[src/rtl/sram_ctrl_pkg.sv]
package sram_ctrl_pkg;

  typedef enum logic [1:0] {
    ST_IDLE  = 2'd0,
    ST_WR    = 2'd1,
    ST_WHOLD = 2'd2,
    ST_RD    = 2'd3
  } ctrl_state_e;

  // Whole clock cycles needed to cover t_ps, never fewer than one.
  function automatic int unsigned cyc_of(input int unsigned t_ps,
                                         input int unsigned per_ps);
    int unsigned c;
    c = (t_ps + per_ps - 1) / per_ps;
    return (c < 1) ? 1 : c;
  endfunction

  function automatic int unsigned umax(input int unsigned a,
                                       input int unsigned b);
    return (a > b) ? a : b;
  endfunction

endpackage

[src/rtl/sram_rst_sync.sv]
module sram_rst_sync (
  input  logic clk,
  input  logic rst_n,
  output logic rst_sync_n
);
  logic meta_q;
  logic sync_q;

  always_ff @(posedge clk or negedge rst_n) begin
    if (!rst_n) begin
      meta_q <= 1'b0;
      sync_q <= 1'b0;
    end else begin
      meta_q <= 1'b1;
      sync_q <= meta_q;
    end
  end

  assign rst_sync_n = sync_q;
endmodule

[src/rtl/sram_phase_timer.sv]
module sram_phase_timer #(
  parameter int unsigned CNT_W = 4
) (
  input  logic             clk,
  input  logic             rst_n,
  input  logic             load,
  input  logic [CNT_W-1:0] load_val,
  output logic             expired
);
  logic [CNT_W-1:0] cnt_q;
  logic [CNT_W-1:0] cnt_nxt;

  always_comb begin
    cnt_nxt = cnt_q;
    if (load) begin
      cnt_nxt = load_val;
    end else if (cnt_q != '0) begin
      cnt_nxt = cnt_q - 1'b1;
    end
  end

  always_ff @(posedge clk or negedge rst_n) begin
    if (!rst_n) begin
      cnt_q <= '0;
    end else begin
      cnt_q <= cnt_nxt;
    end
  end

  assign expired = (cnt_q == '0);

  // once a phase has run out it stays out until reloaded
  assert_timer_rests_R8: assert property (@(posedge clk) disable iff (!rst_n)
    (expired && !load) |=> expired);
endmodule

[src/rtl/sram_host_latch.sv]
module sram_host_latch #(
  parameter int unsigned ADDR_W = 20
) (
  input  logic              clk,
  input  logic              rst_n,
  input  logic              take,
  input  logic [ADDR_W-1:0] addr_in,
  input  logic              data_in,
  output logic [ADDR_W-1:0] addr_q,
  output logic              data_q
);
  always_ff @(posedge clk or negedge rst_n) begin
    if (!rst_n) begin
      addr_q <= '0;
      data_q <= 1'b0;
    end else if (take) begin
      addr_q <= addr_in;
      data_q <= data_in;
    end
  end
endmodule

[src/rtl/sram_async_ctrl.sv]
module sram_async_ctrl
  import sram_ctrl_pkg::*;
#(
  parameter int unsigned ADDR_W    = 20,
  parameter int unsigned CLK_PS    = 5000,
  parameter int unsigned T_WC_PS   = 15000,
  parameter int unsigned T_SCE_PS  = 12000,
  parameter int unsigned T_AW_PS   = 12000,
  parameter int unsigned T_PWE_PS  = 12000,
  parameter int unsigned T_SD_PS   = 8000,
  parameter int unsigned T_RC_PS   = 15000,
  parameter int unsigned T_AA_PS   = 15000,
  parameter int unsigned T_ACE_PS  = 15000
) (
  input  logic              clk,
  input  logic              rst_n,
  input  logic              req_valid,
  input  logic              req_write,
  input  logic [ADDR_W-1:0] req_addr,
  input  logic              req_wdata,
  output logic              req_ready,
  output logic              rsp_done,
  output logic              rsp_rdata,
  output logic [ADDR_W-1:0] sram_addr,
  output logic              sram_ce_n,
  output logic              sram_we_n,
  output logic              sram_din,
  input  logic              sram_dout
);
  // Phase lengths in cycles
  localparam int unsigned N_WC  = cyc_of(T_WC_PS, CLK_PS);
  localparam int unsigned N_WC1 = (N_WC > 1) ? N_WC - 1 : 1;
  localparam int unsigned N_WR  = umax(umax(umax(cyc_of(T_PWE_PS, CLK_PS),
                                                 cyc_of(T_SCE_PS, CLK_PS)),
                                            umax(cyc_of(T_AW_PS, CLK_PS),
                                                 cyc_of(T_SD_PS, CLK_PS))),
                                       N_WC1);
  localparam int unsigned N_RD  = umax(umax(cyc_of(T_AA_PS, CLK_PS),
                                            cyc_of(T_ACE_PS, CLK_PS)),
                                       cyc_of(T_RC_PS, CLK_PS));
  localparam int unsigned N_MAX = umax(N_WR, N_RD);
  localparam int unsigned CNT_W = (N_MAX < 2) ? 1 : $clog2(N_MAX);
  localparam logic [CNT_W-1:0] LD_WR = CNT_W'(N_WR - 1);
  localparam logic [CNT_W-1:0] LD_RD = CNT_W'(N_RD - 1);

  logic             rst_sync_n;
  ctrl_state_e      state_q, state_nxt;
  logic             take;
  logic             tmr_load;
  logic [CNT_W-1:0] tmr_val;
  logic             tmr_expired;
  logic             ce_n_q, ce_n_nxt;
  logic             we_n_q, we_n_nxt;
  logic             done_q, done_nxt;
  logic             rdata_q;
  logic             cap_en;

  sram_rst_sync u_rst (
    .clk        (clk),
    .rst_n      (rst_n),
    .rst_sync_n (rst_sync_n)
  );

  sram_phase_timer #(.CNT_W(CNT_W)) u_timer (
    .clk      (clk),
    .rst_n    (rst_sync_n),
    .load     (tmr_load),
    .load_val (tmr_val),
    .expired  (tmr_expired)
  );

  sram_host_latch #(.ADDR_W(ADDR_W)) u_latch (
    .clk     (clk),
    .rst_n   (rst_sync_n),
    .take    (take),
    .addr_in (req_addr),
    .data_in (req_wdata),
    .addr_q  (sram_addr),
    .data_q  (sram_din)
  );

  // Next-state logic
  always_comb begin
    state_nxt = state_q;
    take      = 1'b0;
    tmr_load  = 1'b0;
    tmr_val   = '0;
    unique case (state_q)
      ST_IDLE: begin
        if (req_valid) begin
          take     = 1'b1;
          tmr_load = 1'b1;
          if (req_write) begin
            state_nxt = ST_WR;
            tmr_val   = LD_WR;
          end else begin
            state_nxt = ST_RD;
            tmr_val   = LD_RD;
          end
        end
      end
      ST_WR:    if (tmr_expired) state_nxt = ST_WHOLD;
      ST_WHOLD: state_nxt = ST_IDLE;
      ST_RD:    if (tmr_expired) state_nxt = ST_IDLE;
      default:  state_nxt = ST_IDLE;
    endcase
  end

  always_comb begin
    ce_n_nxt = (state_nxt == ST_IDLE);
    we_n_nxt = (state_nxt != ST_WR);
    cap_en   = (state_q == ST_RD) && tmr_expired;
    done_nxt = (state_q == ST_WHOLD) || cap_en;
  end

  // Registers
  always_ff @(posedge clk or negedge rst_sync_n) begin
    if (!rst_sync_n) begin
      state_q <= ST_IDLE;
      ce_n_q  <= 1'b1;
      we_n_q  <= 1'b1;
      done_q  <= 1'b0;
    end else begin
      state_q <= state_nxt;
      ce_n_q  <= ce_n_nxt;
      we_n_q  <= we_n_nxt;
      done_q  <= done_nxt;
    end
  end

  always_ff @(posedge clk or negedge rst_sync_n) begin
    if (!rst_sync_n) begin
      rdata_q <= 1'b0;
    end else if (cap_en) begin
      rdata_q <= sram_dout;
    end
  end

  assign req_ready = (state_q == ST_IDLE);
  assign rsp_done  = done_q;
  assign rsp_rdata = rdata_q;
  assign sram_ce_n = ce_n_q;
  assign sram_we_n = we_n_q;

  // the write strobe lives only inside a chip select
  assert_we_inside_ce_R2: assert property (@(posedge clk) disable iff (!rst_sync_n)
    !sram_we_n |-> !sram_ce_n);
  // the write ends on the write strobe, chip stays selected
  assert_we_ends_write_R3: assert property (@(posedge clk) disable iff (!rst_sync_n)
    $rose(sram_we_n) |-> !sram_ce_n);
  // write data held for the cycle after the strobe rises
  assert_din_hold_R3: assert property (@(posedge clk) disable iff (!rst_sync_n)
    $rose(sram_we_n) |=> $stable(sram_din));
  // address never moves during a selected access
  assert_addr_steady_R5: assert property (@(posedge clk) disable iff (!rst_sync_n)
    (!sram_ce_n && $past(!sram_ce_n)) |-> $stable(sram_addr));
  // completion is a single-cycle pulse
  assert_done_pulse_R6: assert property (@(posedge clk) disable iff (!rst_sync_n)
    rsp_done |=> !rsp_done);
  // ready only while the memory is deselected
  assert_ready_idle_R7: assert property (@(posedge clk) disable iff (!rst_sync_n)
    req_ready |-> (sram_ce_n && sram_we_n));
  // a read keeps the write strobe off
  assert_read_strobes_R4: assert property (@(posedge clk) disable iff (!rst_sync_n)
    (state_q == ST_RD) |-> (sram_we_n && !sram_ce_n));
endmodule

[config.mk]
export PLATFORM = sky130hd
export DESIGN_NAME = sram_async_ctrl
export DESIGN_NICKNAME = d
export VERILOG_FILES = /design/src/rtl/sram_ctrl_pkg.sv /design/src/rtl/sram_rst_sync.sv /design/src/rtl/sram_phase_timer.sv /design/src/rtl/sram_host_latch.sv /design/src/rtl/sram_async_ctrl.sv
export SDC_FILE = /design/constraint.sdc
export NUM_CORES = 1
export LEC_CHECK = 0
export BUFFER_PORTS_ARGS = -buffer_cell sky130_fd_sc_hd__buf_2
export CAP_MARGIN = 15
export CELL_PAD_IN_SITES_DETAIL_PLACEMENT = 1
export CELL_PAD_IN_SITES_GLOBAL_PLACEMENT = 1
export CORE_UTILIZATION = 39
export DETAILED_ROUTE_END_ITERATION = 6
export PLACE_DENSITY_LB_ADDON = 0.1
export SLEW_MARGIN = 20
export SYNTH_ARGS = -nofsm -noshare
export SYNTH_HDL_FRONTEND = slang
export SYNTH_SLANG_ARGS = --single-unit
[constraint.sdc]
create_clock -name clk -period 2.7 [get_ports clk]
set_input_delay 0.135 -clock clk [delete_from_list [all_inputs] [get_ports clk]]
set_output_delay 0.135 -clock clk [all_outputs]
set_load 0.05 [all_outputs]
== Word-level counts from Yosys, hierarchy flattened ==
Cells that the tools add are included.
Cells by class
  muxes and demuxes: 11
  reduce and logical (&&, ||, !) cells: 7
  eq/ne operators: 4
  add/subtract/negate cells: 1
Operators by type and width (number)
  2-bit 2-to-1 mux: 8
  2-bit case mux with 4 select lines: 1
  2-bit logical NOT: 3
  2-bit equality test (second input constant): 2
  2-bit nonzero test: 2
  2-bit by 1-bit equality test with 1-bit output (second input constant): 1
  1-bit 2-to-1 mux: 2
  2-bit by 1-bit != test with 1-bit output (second input constant): 1
  2-bit by 1-bit subtractor with 2-bit output (second input constant): 1
  1-bit logical AND: 1
  1-bit logical OR: 1
Storage, ports and cells
  register bits: 31
  output and inout bits: 26
  input port bits: 26
  logic and storage cells: 33

== Longest topological paths before layout ==
Gate-level depths: netlist of the first run.
  depth after elaboration: 4
  depth in mapped cells: 4
  depth with buffers taken out: 4

== Cells and area by module ==
A second synthesis of the first run with hierarchy kept.
Unflattened totals
  cell total of the unflattened synthesis: 80
  area, all modules: 1285.0 um^2
By module, submodules not included
  sram_host_latch: sequential area each 525.5 um^2, cells an instance 44, times used 1, area an instance 859.6 um^2
  sram_async_ctrl: sequential area each 152.6 um^2, cells an instance 21, times used 1, area an instance 257.7 um^2
  sram_phase_timer: sequential area each 50.0 um^2, cells an instance 12, times used 1, area an instance 113.9 um^2
  sram_rst_sync: sequential area each 50.0 um^2, cells an instance 3, times used 1, area an instance 53.8 um^2

== Worst setup path before layout of the first run ==
No wires, ideal clock.
  path kind: register -> register
  start point: register state_q[0]
  end point: register u_latch.addr_q[0]
  cell stages (with the launch flop): 5
  path slack: 1329 ps
  setup time: 125 ps
  buffers on the path: 2
  required time: 2575 ps
  arrival: 1246 ps
  period minus slack after synthesis: 1371 ps
  path through: dfrtp_1 -> buf_6 -> nor3b_4 -> buf_6 -> mux2_2
Between the ends
  word-level cells in the longest chain between the ends: 2
RTL lines
  start, declared: RTL line sram_async_ctrl.sv:47  | ctrl_state_e state_q, state_nxt;
  start signal, assigned: RTL line sram_async_ctrl.sv:124  | state_q <= state_nxt;
  2-bit logical NOT: RTL line sram_async_ctrl.sv:88  | unique case (state_q)
  1-bit 2-to-1 mux: RTL line sram_async_ctrl.sv:88
  end signal, assigned: RTL line sram_host_latch.sv:17  | addr_q <= addr_in;
  end, declared: RTL line sram_host_latch.sv:9  | output logic [ADDR_W-1:0] addr_q,
Every way passes these cells.
A chain may end at the register's enable or synchronous reset.

== Worst setup path after layout of the first run ==
  start point: register state_q[0]
  end point: register u_latch.addr_q[1]
Same word-level chain as after synthesis.

==> results_dict.tcl, run 1 <==
set metrics [dict create \
    die_height_um 58.7 \
    place.port_buffers 51 \
    worst_clock_skew_ns 0.00807 \
    dr.pass1.iters 2 \
    report.final.hold_viol_count 0 \
    slowest_delay_ns 0.55 \
    design.core.area_mm2 0.00305 \
    drcViolationCount 0 \
    hold_start "req_addr[7]" \
    final_min_period_over_clock_period 0.673 \
    ant_nets 0 \
    finalNetCount 168 \
    rsz0062_at_grt "false" \
    cts.clk_slew.worst_paths_ns 0.10 \
    setup_tns_ns 0 \
    numClockSinks 31 \
    hold_path_end "u_latch.addr_q[7]" \
    cts_resized 0 \
    fp-row-count 20 \
    post_synth_inst_count 83 \
    setup.reg_to_reg.worst_slack_ns 0.88 \
    hold_path_class "input pin to register" \
    netlist-cell-type-count 23 \
    path_max_fanout 12 \
    synthToLayoutAreaGrowth_pct 29.3 \
    fmax_ghz 0.551 \
    grtUsageTotal 0.152 \
    finalMaxSlewViolations 0 \
    worst_slew_margin_rel 0.631 \
    post_cts_repair_timing_setup_buffer_count 0 \
    grt_pass1_vias 824 \
    synth-seq-area-share 0.621 \
    combined_area_of_all_synthesized_cells_mm2 0.00125 \
    cp.buffers_inverters 1 \
    timing_worst_slew_pin_value_ns 0.554 \
    numCtsBuffers 5 \
    ioPinCount 52 \
    max_cap_violations 0 \
    yosys.area.top_type "sky130_fd_sc_hd__dfrtp_1" \
    cp_cell_sequence "nor3b_4, buf_4, mux2_2" \
    post-route-min-period_ns 1.82 \
    vias 839 \
    routed_wirelength_um 2360 \
    cts_tree "built" \
    mappedNetlistNets 111 \
    avgRoutedWirePerCell_um 12.7 \
    initialDrtViolationCount 9 \
    floorplan_die_area_mm2 0.00344 \
    final_report_setup_violation_count 0 \
    critical-path-top-delay-family "simple AND/OR/NAND/NOR gates" \
    worst_ep_arrival_time_ns 2.03 \
    hold_buffers 1 \
    grt_antenna_before_repair 0 \
    cp-start-kind "register" \
    cts-root-to-sink-buffers 2 \
    synth_top_area_share 0.579 \
    detailedPlacementHpwl_um 1790 \
    min_delay_path_depth 2 \
    gp_congestion 0.712 \
    critical_path.endpoint_type "register" \
    grt_pass1_wl_um 3750 \
    cts_root_buf "sky130_fd_sc_hd__clkbuf_4" \
    synth_area_leaders "sky130_fd_sc_hd__dfrtp_1 (58%), sky130_fd_sc_hd__mux2_2 (18%), sky130_fd_sc_hd__dfstp_2 (4.2%)" \
    critical_path.reg2reg.startpoint "state_q[0]" \
    drive_above_1_share 0.603 \
    routed_via_density 4.54 \
    crit_required_ns 2.91 \
    initial_core_util 0.410 \
    clk_latency_ns 0.32 \
    slowest_stage "sky130_fd_sc_hd__nor3b_4" \
    die-width_um 58.7 \
    rr_endpoint "u_latch.addr_q[1]" \
    maximum_number_of_pins_on_one_net_before_global_route_repair 17 \
    timing_worst_setup_path_type "register to register" \
    r2r.worst_path.cells 3 \
    grt-ovfl-total 0 \
    synth_seq_cells 31 \
    run_status "complete, no violations" \
    synth.yosys.warnings 0 \
    syn_avg_cell_area_um2 15.1 \
    h-tree-depth 2 \
    antennaDiodeCount 0 \
]
## synth_stat cells (all sizes together)
master   number
or3b          1
dfrtp        29
nor2          3
a2bb2oi       1
inv           2
o21ai         1
dfstp         2
mux2         22
o211ai        1
nand2         1
nor3b         1
buf           4
nand2b        1
conb          1
nand4bb       1
and2          1
nand3         2
a22o          1
ha            2
xor2          2
nor2b         4
## sequential cells by signal (all words and copies together), names as in the netlist
name	count
rsp_rdata	1
u_latch.data_q	1
rsp_done	1
state_q	2
u_latch.addr_q	20
u_rst.rst_sync_n	1
u_rst.meta_q	1
u_timer.cnt_q	2
sram_we_n	1
sram_ce_n	1
## cell families after synthesis
kind of cell | Yosys count | share of synthesized area
other | 1 | 0.00299
XOR/XNOR | 2 | 0.0140
AND/OR/NAND/NOR | 15 | 0.0809
multiplexers | 22 | 0.198
buffers and inverters | 6 | 0.0390
flip-flops | 31 | 0.621
adder cells (fa/ha/maj) | 2 | 0.0200
AO/OA/AOI/OAI | 4 | 0.0240
## per-layer routing
layer | vias to the layer above | GRT usage | share of wire
li1 | 392 | - | -
met5 | - | 0 | 0
met1 | 414 | 0.180 | 0.42
met3 | 2 | 0.0527 | 0.065
met4 | 0 | 0.0714 | 0.0068
met2 | 31 | 0.250 | 0.51
## worst max-delay path by stage
stage	from	to	slack, ns	cells past startpoint
detailed placement	state_q[0]	u_latch.addr_q[1]	0.85	3
global placement	state_q[0]	u_latch.addr_q[4]	0.92	3
finish	state_q[0]	u_latch.addr_q[1]	0.88	3
floorplan	state_q[0]	u_latch.addr_q[0]	1.33	4
CTS	state_q[0]	u_latch.addr_q[1]	0.85	3
global route	state_q[0]	u_latch.addr_q[8]	0.76	3
## through the flow
| step | worst slack, ns | instance area [um2] | cells | utilization | hold WS, ns |
|---|---|---|---|---|---|
| 2_1_floorplan | 1.33 | 1250 | 83 | - | -0.161 |
| 5_1_grt | 0.758 | 1620 | 185 | 0.530 | 0.0127 |
| 3_3_place_gp | 0.919 | 1540 | 176 | 0.503 | -0.0787 |
| 4_1_cts | 0.853 | 1620 | 185 | 0.530 | 0.0127 |
| 3_5_place_dp | 0.847 | 1540 | 176 | 0.503 | -0.0775 |
| 6_report | 0.884 | 1620 | 185 | 0.530 | 0.0255 |
## area by class of cell
cell class | count | area (um2)
Clock buffer | 7 | 65.1
Clock inverter | 1 | 7.51
Fill cell | 358 | 1430
Inverter | 2 | 7.51
Multi-Input combinational cell | 46 | 425
Sequential cell | 31 | 778
Tap cell | 44 | 55.1
Timing Repair Buffer | 54 | 280
## worst reg2reg max path: stages (launching register included)
cell                      delay, ns
sky130_fd_sc_hd__dfrtp_1       0.51
sky130_fd_sc_hd__nor3b_4       0.55
sky130_fd_sc_hd__buf_4         0.31
sky130_fd_sc_hd__mux2_2        0.36
## placed cells by master, fill, tap and decap left out, drive strengths merged, types with 2 or more instances in the layout
cell,Yosys,layout
buf,4,53
nor2b,4,4
mux2,22,22
xor2,2,2
nand3,2,2
inv,2,2
clkbuf,0,7
nor2,3,3
dfrtp,29,29
dfstp,2,2
ha,2,2
Power of run 1 is not shown: default switching activity piles up to over one toggle a cycle in this logic, so the estimate is an artifact.
==> run 2, diff against run 1 <==
--- a/config.mk
+++ b/config.mk
@@ -5,11 +5,12 @@
 export SDC_FILE = /design/constraint.sdc
 export NUM_CORES = 1
 export LEC_CHECK = 0
+export ABC_AREA = 1
 export BUFFER_PORTS_ARGS = -buffer_cell sky130_fd_sc_hd__buf_2
 export CAP_MARGIN = 15
 export CELL_PAD_IN_SITES_DETAIL_PLACEMENT = 1
 export CELL_PAD_IN_SITES_GLOBAL_PLACEMENT = 1
-export CORE_UTILIZATION = 39
+export CORE_UTILIZATION = 33
 export DETAILED_ROUTE_END_ITERATION = 6
 export PLACE_DENSITY_LB_ADDON = 0.1
 export SLEW_MARGIN = 20
==> constraint.sdc (replaced) <==
create_clock -name clk -period 1.8 [get_ports clk]
set_input_delay 0.09 -clock clk [delete_from_list [all_inputs] [get_ports clk]]
set_output_delay 0.09 -clock clk [all_outputs]
set_load 0.05 [all_outputs]
==> run 2 against run 1 <==
  * Core utilization is 6.0 points lower
  * Non-clock buffer count fell by 1
  * Count of clock-buffer cells in the layout grew 1
  * Routed wire length grew 23%
  * Global-route usage up 0.84 points
  * Via count rose by 21%
  * Largest cell class unchanged
  * Flip-flop and latch count stayed put
  * Final area hardly changed
  * Area after synthesis shrank 2.0%
  * Critical endpoint is now u_latch.addr_q[8]
==> results_dict.tcl, run 2 <==
set metrics [dict create \
    slowest_delay_ns 0.46 \
    cts_root_buf "sky130_fd_sc_hd__clkbuf_8" \
    setup_tns_ns 0 \
    r2r.worst_path.cells 5 \
    synth.yosys.warnings 0 \
    floorplan_die_area_mm2 0.00397 \
    most_used_routing_layer_in_global_routing "met2" \
    cts-root-to-sink-buffers 2 \
    drive_above_1_share 0.340 \
    post-route-min-period_ns 1.30 \
    n_fill_cell 415 \
    hold_path_class "input pin to register" \
    synth_seq_cells 31 \
    maximum_number_of_pins_on_one_net_before_global_route_repair 30 \
    gr-usage-met1 0.173 \
    initialDrtViolationCount 31 \
    routed_wirelength_um 2890 \
    global_route.usage.met2 0.285 \
    synth_area_leaders "sky130_fd_sc_hd__dfrtp_1 (59%), sky130_fd_sc_hd__nand2_1 (22%), sky130_fd_sc_hd__dfstp_2 (4.3%)" \
    synth.cells.most_frequent "sky130_fd_sc_hd__nand2_1 (71), sky130_fd_sc_hd__dfrtp_1 (29), sky130_fd_sc_hd__inv_1 (8)" \
    netlist-cell-type-count 17 \
    cp_cell_sequence "nor2_4, nand2_4, inv_4, nand2_1, nand2_1" \
    grt_pass1_vias 1071 \
    grt_antenna_before_repair 0 \
    antennaDiodeCount 0 \
    fp-row-count 21 \
    cts.clk_slew.worst_paths_ns 0.06 \
    synth-seq-area-share 0.634 \
    largest_register_by_flop_count "u_latch.addr_q" \
    gp_congestion 0.753 \
    critical_path.endpoint_type "register" \
    most-common-layout-cells "sky130_fd_sc_hd__nand2_1 (71), sky130_fd_sc_hd__buf_2 (51), sky130_fd_sc_hd__dfrtp_1 (29)" \
    yosys.area.top_type "sky130_fd_sc_hd__dfrtp_1" \
    initial_core_util 0.357 \
    rr_endpoint "u_latch.addr_q[8]" \
    cp-start-kind "register" \
    hold_start "req_addr[14]" \
    path_max_fanout 24 \
    mappedNetlistNets 159 \
    detailedPlacementHpwl_um 2040 \
    clk_latency_ns 0.27 \
    combined_area_of_all_synthesized_cells_mm2 0.00123 \
    post_synth_inst_count 131 \
    hold_path_end "u_latch.addr_q[14]" \
    crit_required_ns 2.01 \
    place.port_buffers 51 \
    grt_pass1_wl_um 4830 \
    path_common_cell "sky130_fd_sc_hd__nand2_1" \
    synth_edf_count 0 \
    placedInstanceArea_mm2 0.00151 \
    min_delay_path_depth 3 \
    die_height_um 63.0 \
    slowest_stage "sky130_fd_sc_hd__dfrtp_1" \
    synthToLayoutAreaGrowth_pct 32.0 \
    largest_register_ffs 20 \
    syn_avg_cell_area_um2 9.37 \
    design.core.area_mm2 0.00344 \
    postSynth.asyncResetShare 1.00 \
    run_status "complete, no violations" \
    postSynth.topFlopCell "sky130_fd_sc_hd__dfrtp_1" \
    finish.instance_area_mm2 0.00162 \
    grtUsageTotal 0.161 \
    critical_path.reg2reg.startpoint "state_q[0]" \
    finalMaxSlewViolations 0 \
    report.final.hold_viol_count 0 \
    cts_tree "built" \
    worst_clock_skew_ns 0.00413 \
    ioPinCount 52 \
    h-tree-depth 2 \
    fmax_ghz 0.766 \
    rsz0062_at_grt "false" \
    drcViolationCount 0 \
    synth_top_area_share 0.591 \
    routed_via_density 4.33 \
    finalNetCount 215 \
    top_regs "u_latch.addr_q (20), state_q (2), u_timer.cnt_q (2)" \
    vias 1013 \
    met3_track_usage_gr 0.0511 \
    setup.reg_to_reg.worst_slack_ns 0.50 \
    final_report_setup_violation_count 0 \
    numCtsBuffers 5 \
    numClockSinks 31 \
    worst_ep_arrival_time_ns 1.51 \
    avgRoutedWirePerCell_um 12.3 \
    cts_resized 0 \
    dr.pass1.iters 4 \
    ant_nets 0 \
    layout_commonest_cell "sky130_fd_sc_hd__nand2_1" \
    final_min_period_over_clock_period 0.725 \
    timing_worst_setup_path_type "register to register" \
    grt-ovfl-total 0 \
    cell_with_the_most_instances_after_synthesis "sky130_fd_sc_hd__nand2_1" \
    max_cap_violations 0 \
    die-width_um 63.0 \
]
==> run 2: cell types whose count changed in the layout (fill, tap and decap cells not counted), moves of 4 or more <==
cell	change
sky130_fd_sc_hd__clkbuf_4	-5
sky130_fd_sc_hd__inv_1	+6
sky130_fd_sc_hd__nor2b_1	-4
sky130_fd_sc_hd__mux2_2	-20
sky130_fd_sc_hd__clkbuf_8	+5
sky130_fd_sc_hd__nand2_1	+70
==> run 2: worst max path at each step <==
stage,from,endpoint,slack [ns],cells after the start
after floorplan,state_q[0],u_latch.addr_q[10],0.50,5
after global placement,state_q[0],u_latch.addr_q[16],0.57,5
after detailed placement,state_q[0],u_latch.addr_q[8],0.50,5
after CTS,state_q[0],u_latch.addr_q[8],0.46,5
after global routing,state_q[0],u_latch.addr_q[8],0.35,5
final,state_q[0],u_latch.addr_q[8],0.50,5
==> run 2: area by class of cell <==
class	instances	area [um2]	area share
Clock buffer	8	100	0.0618
Inverter	9	36.3	0.0224
Tap cell	46	57.6	0.0355
Multi-Input combinational cell	87	375	0.232
Sequential cell	31	778	0.480
Timing Repair Buffer	53	273	0.168
==> run 2: repair_timing <==
action	4_1_cts	5_1_grt
endpoints found under the setup margin	0	0
hold endpoints to repair	2	0
hold buffers	1	0
setup buffers	0	0
==> run 2: cells by family after synthesis <==
family	share of synthesized area
compound gates	0.0143
xor+xnor	0.00714
fa+ha+maj	0.0204
buf+inv	0.0601
flops	0.634
other cells	0.00306
simple gates	0.261
==> run 2: through the flow <==
stage / worst slack [ns] / cells / hold slack [ns] / utilization
floorplan: 0.502 / 131 / -0.206 / -
global placement: 0.574 / 225 / -0.125 / 0.439
detailed placement: 0.498 / 225 / -0.124 / 0.439
CTS: 0.464 / 234 / 0.00500 / 0.471
global route: 0.347 / 234 / 0.00457 / 0.471
finish: 0.495 / 234 / 0.0116 / 0.471
==> run 2: metal layers <==
layer,vias up,wire [um]
met5,-,0
met3,4,160
met1,476,1180
li1,501,-
met2,32,1510
met4,0,36
==> run 2: worst max-delay path, delay by kind of cell (launching register included) <==
kind / cells / cell delay [ns]
AND/OR/NAND/NOR: 4 / 0.53
flip-flops: 1 / 0.46
buffers and inverters: 1 / 0.25
Power of run 2 is left out for the same reason.
==> run 3, diff against run 2 <==
--- a/config.mk
+++ b/config.mk
@@ -10,7 +10,7 @@
 export CAP_MARGIN = 15
 export CELL_PAD_IN_SITES_DETAIL_PLACEMENT = 1
 export CELL_PAD_IN_SITES_GLOBAL_PLACEMENT = 1
-export CORE_UTILIZATION = 33
+export CORE_UTILIZATION = 30
 export DETAILED_ROUTE_END_ITERATION = 6
 export PLACE_DENSITY_LB_ADDON = 0.1
 export SLEW_MARGIN = 20
==> constraint.sdc (replaced) <==
create_clock -name clk -period 1.07 [get_ports clk]
set_input_delay 0.0535 -clock clk [delete_from_list [all_inputs] [get_ports clk]]
set_output_delay 0.0535 -clock clk [all_outputs]
set_load 0.05 [all_outputs]
==> run 3 against run 2 <==
  * The run now ends with negative setup slack left
  * Critical path depth stayed put
  * First-iteration DRC count is 61% lower
  * Critical path type unchanged
  * Clock skew is 0.0014 ns lower
  * Register-to-register slack worse by 0.52 ns
  * Setup slack worse by 0.52 ns
  * Final area is 24% higher
  * Core utilization is 5.9 points higher
  * Non-clock buffer count is 28 higher
  * Count of clock-buffer cells in the layout stayed put
  * Sequential share of layout area is 9.3 points lower
==> results_dict.tcl, run 3 (same netlist as run 2, synthesis figures left out) <==
set metrics [dict create \
    cts-root-to-sink-buffers 2 \
    synthToLayoutAreaGrowth_pct 63.9 \
    vias 1143 \
    critical_path.endpoint_type "register" \
    run_status "complete, but fails checks" \
    numCtsBuffers 5 \
    grtUsageTotal 0.167 \
    path_common_cell "sky130_fd_sc_hd__nand2_2" \
    worst_ep_arrival_time_ns 1.26 \
    cp_cell_sequence "nor2_4, nand2_4, buf_6, nand2_2, nand2_2" \
    final_report_setup_violation_count 22 \
    antennaDiodeCount 0 \
    rsz0062_at_grt "true" \
    final_critical_path_setup_slack_ns -0.0279 \
    routed_via_density 4.33 \
    post-route-min-period_ns 1.10 \
    fp-row-count 22 \
    detailedPlacementHpwl_um 2230 \
    p_leak_nw 1.09 \
    slowest_stage "sky130_fd_sc_hd__dfrtp_1" \
    h-tree-depth 2 \
    min_delay_path_depth 3 \
    die-width_um 66.0 \
    power.share.clock 0.141 \
    timing_worst_setup_path_type "register to register" \
    hold_path_end "u_latch.addr_q[14]" \
    ir_drop_worst_case_vdd_mv 1.45 \
    report.final.hold_viol_count 0 \
    routed_wirelength_um 3260 \
    drcViolationCount 0 \
    post-place-ws_ns -0.0459 \
    finalPower_mw 6.99 \
    final_cell_count_no_fill 264 \
    initial_core_util 0.323 \
    dr.pass1.iters 4 \
    critical_path.reg2reg.startpoint "state_q[0]" \
    failing_checks "negative setup slack" \
    ioPinCount 52 \
    net_switching_mw 3.52 \
    drive_above_1_share 0.477 \
    grt_pass1_wl_um 5370 \
    avgRoutedWirePerCell_um 12.3 \
    final_min_period_over_clock_period 1.03 \
    hold_path_class "input pin to register" \
    finalMaxSlewViolations 0 \
    cts_root_buf "sky130_fd_sc_hd__clkbuf_8" \
    power_frac_comb 0.561 \
    netSwitchingFraction 0.503 \
    place.port_buffers 51 \
    power-per-cell-area_mw_per_mm2 3480 \
    hold_start "req_addr[14]" \
    rr_endpoint "u_latch.addr_q[9]" \
    cts.clk_slew.worst_paths_ns 0.06 \
    power.internal_mw 3.47 \
    slowest_delay_ns 0.41 \
    fmax_ghz 0.911 \
    gp_congestion 0.782 \
    hold-worst-slack_ns 0.00399 \
    worst_clock_skew_ns 0.00273 \
    cp-start-kind "register" \
    design.core.area_mm2 0.00380 \
    top_regs "u_latch.addr_q (20), state_q (2), u_timer.cnt_q (2)" \
    max_cap_violations 0 \
    floorplan_die_area_mm2 0.00435 \
    path_max_fanout 6 \
    numClockSinks 31 \
    crit_required_ns 1.24 \
    die_height_um 66.0 \
    grt_antenna_before_repair 0 \
    maximum_number_of_pins_on_one_net_before_global_route_repair 23 \
    largest_register_ffs 20 \
    finalNetCount 243 \
    initialDrtViolationCount 12 \
    grt-ovfl-total 0 \
    power_frac_seq 0.298 \
    layout_commonest_cell "sky130_fd_sc_hd__buf_2" \
    clk_latency_ns 0.27 \
    cts_tree "built" \
    post-place-cells 236 \
    grt_pass1_vias 1221 \
    ant_nets 0 \
    largest_register_by_flop_count "u_latch.addr_q" \
    r2r.worst_path.cells 5 \
    most-common-layout-cells "sky130_fd_sc_hd__buf_2 (48), sky130_fd_sc_hd__nand2_1 (47), sky130_fd_sc_hd__dfrtp_1 (29)" \
    setup.reg_to_reg.worst_slack_ns -0.03 \
]
run 3: cell count changes in the layout (fill, tap and decap cells not counted), sizes merged:
cell | before | now
buf | 52 | 61
inv | 9 | 8
clkinv | 0 | 1
dlygate4sd3 | 1 | 20
run 3: metrics by stage:
step,instance area (um2),TNS [ns],utilization
after floorplan,1230,-3.84,-
after global placement,1580,0,0.416
after detailed placement,1580,-0.377,0.416
after CTS,1900,-0.417,0.499
after global routing,2010,-1.59,0.530
final,2010,-0.299,0.530
run 3: layout make-up:
cell class	instances	area [um2]
multi-input combinational	87	470
inverter	9	46.3
fill	450	1790
timing repair buffer	81	557
tap	48	60.1
clock buffer	8	100
sequential	31	778
run 3: worst max-delay path by stage:
stage / slack (ns) / end / cells past startpoint / from
5_1_grt: -0.08 / u_latch.addr_q[3] / 5 / state_q[0]
2_1_floorplan: -0.18 / u_latch.addr_q[10] / 5 / state_q[1]
3_5_place_dp: -0.05 / u_latch.addr_q[14] / 5 / state_q[1]
6_report: -0.03 / u_latch.addr_q[9] / 5 / state_q[0]
3_3_place_gp: 0.01 / u_latch.addr_q[3] / 5 / state_q[1]
4_1_cts: -0.03 / u_latch.addr_q[14] / 5 / state_q[1]
run 3: layer usage:
metal / GRT usage / share of wire
met1: 0.184 / 0.41
met2: 0.310 / 0.53
met3: 0.0431 / 0.044
met4: 0.0479 / 0.013
met5: 0 / 0
run 3: worst max-delay path: cells and delay by family (launching register included):
kind / cells / cell delay [ns]
buffers and inverters: 1 / 0.17
flip-flops: 1 / 0.41
AND/OR/NAND/NOR: 4 / 0.41
run 3: power by group through the flow:
| stage | registers [mW] | logic (mW) | clock network (mW) |
|---|---|---|---|
| 5_1_grt | 2.15 | 4.22 | 1.07 |
| 3_3_place_gp | 1.99 | 3.44 | 0 |
| 3_5_place_dp | 2.03 | 3.51 | 0 |
| 6_report | 2.08 | 3.92 | 0.987 |
| 2_1_floorplan | 3.63 | 1.02 | 0 |
| 4_1_cts | 2.02 | 3.64 | 1.02 |
run 3: repair_timing:
item	in CTS	in global routing
gates resized for setup	6	38
hold endpoints to repair	21	0
pin swaps	0	7
endpoints found under the setup margin	27	29
setup buffers	0	0
hold buffers	20	0
Note: power is estimated with default switching activity, not from simulation.
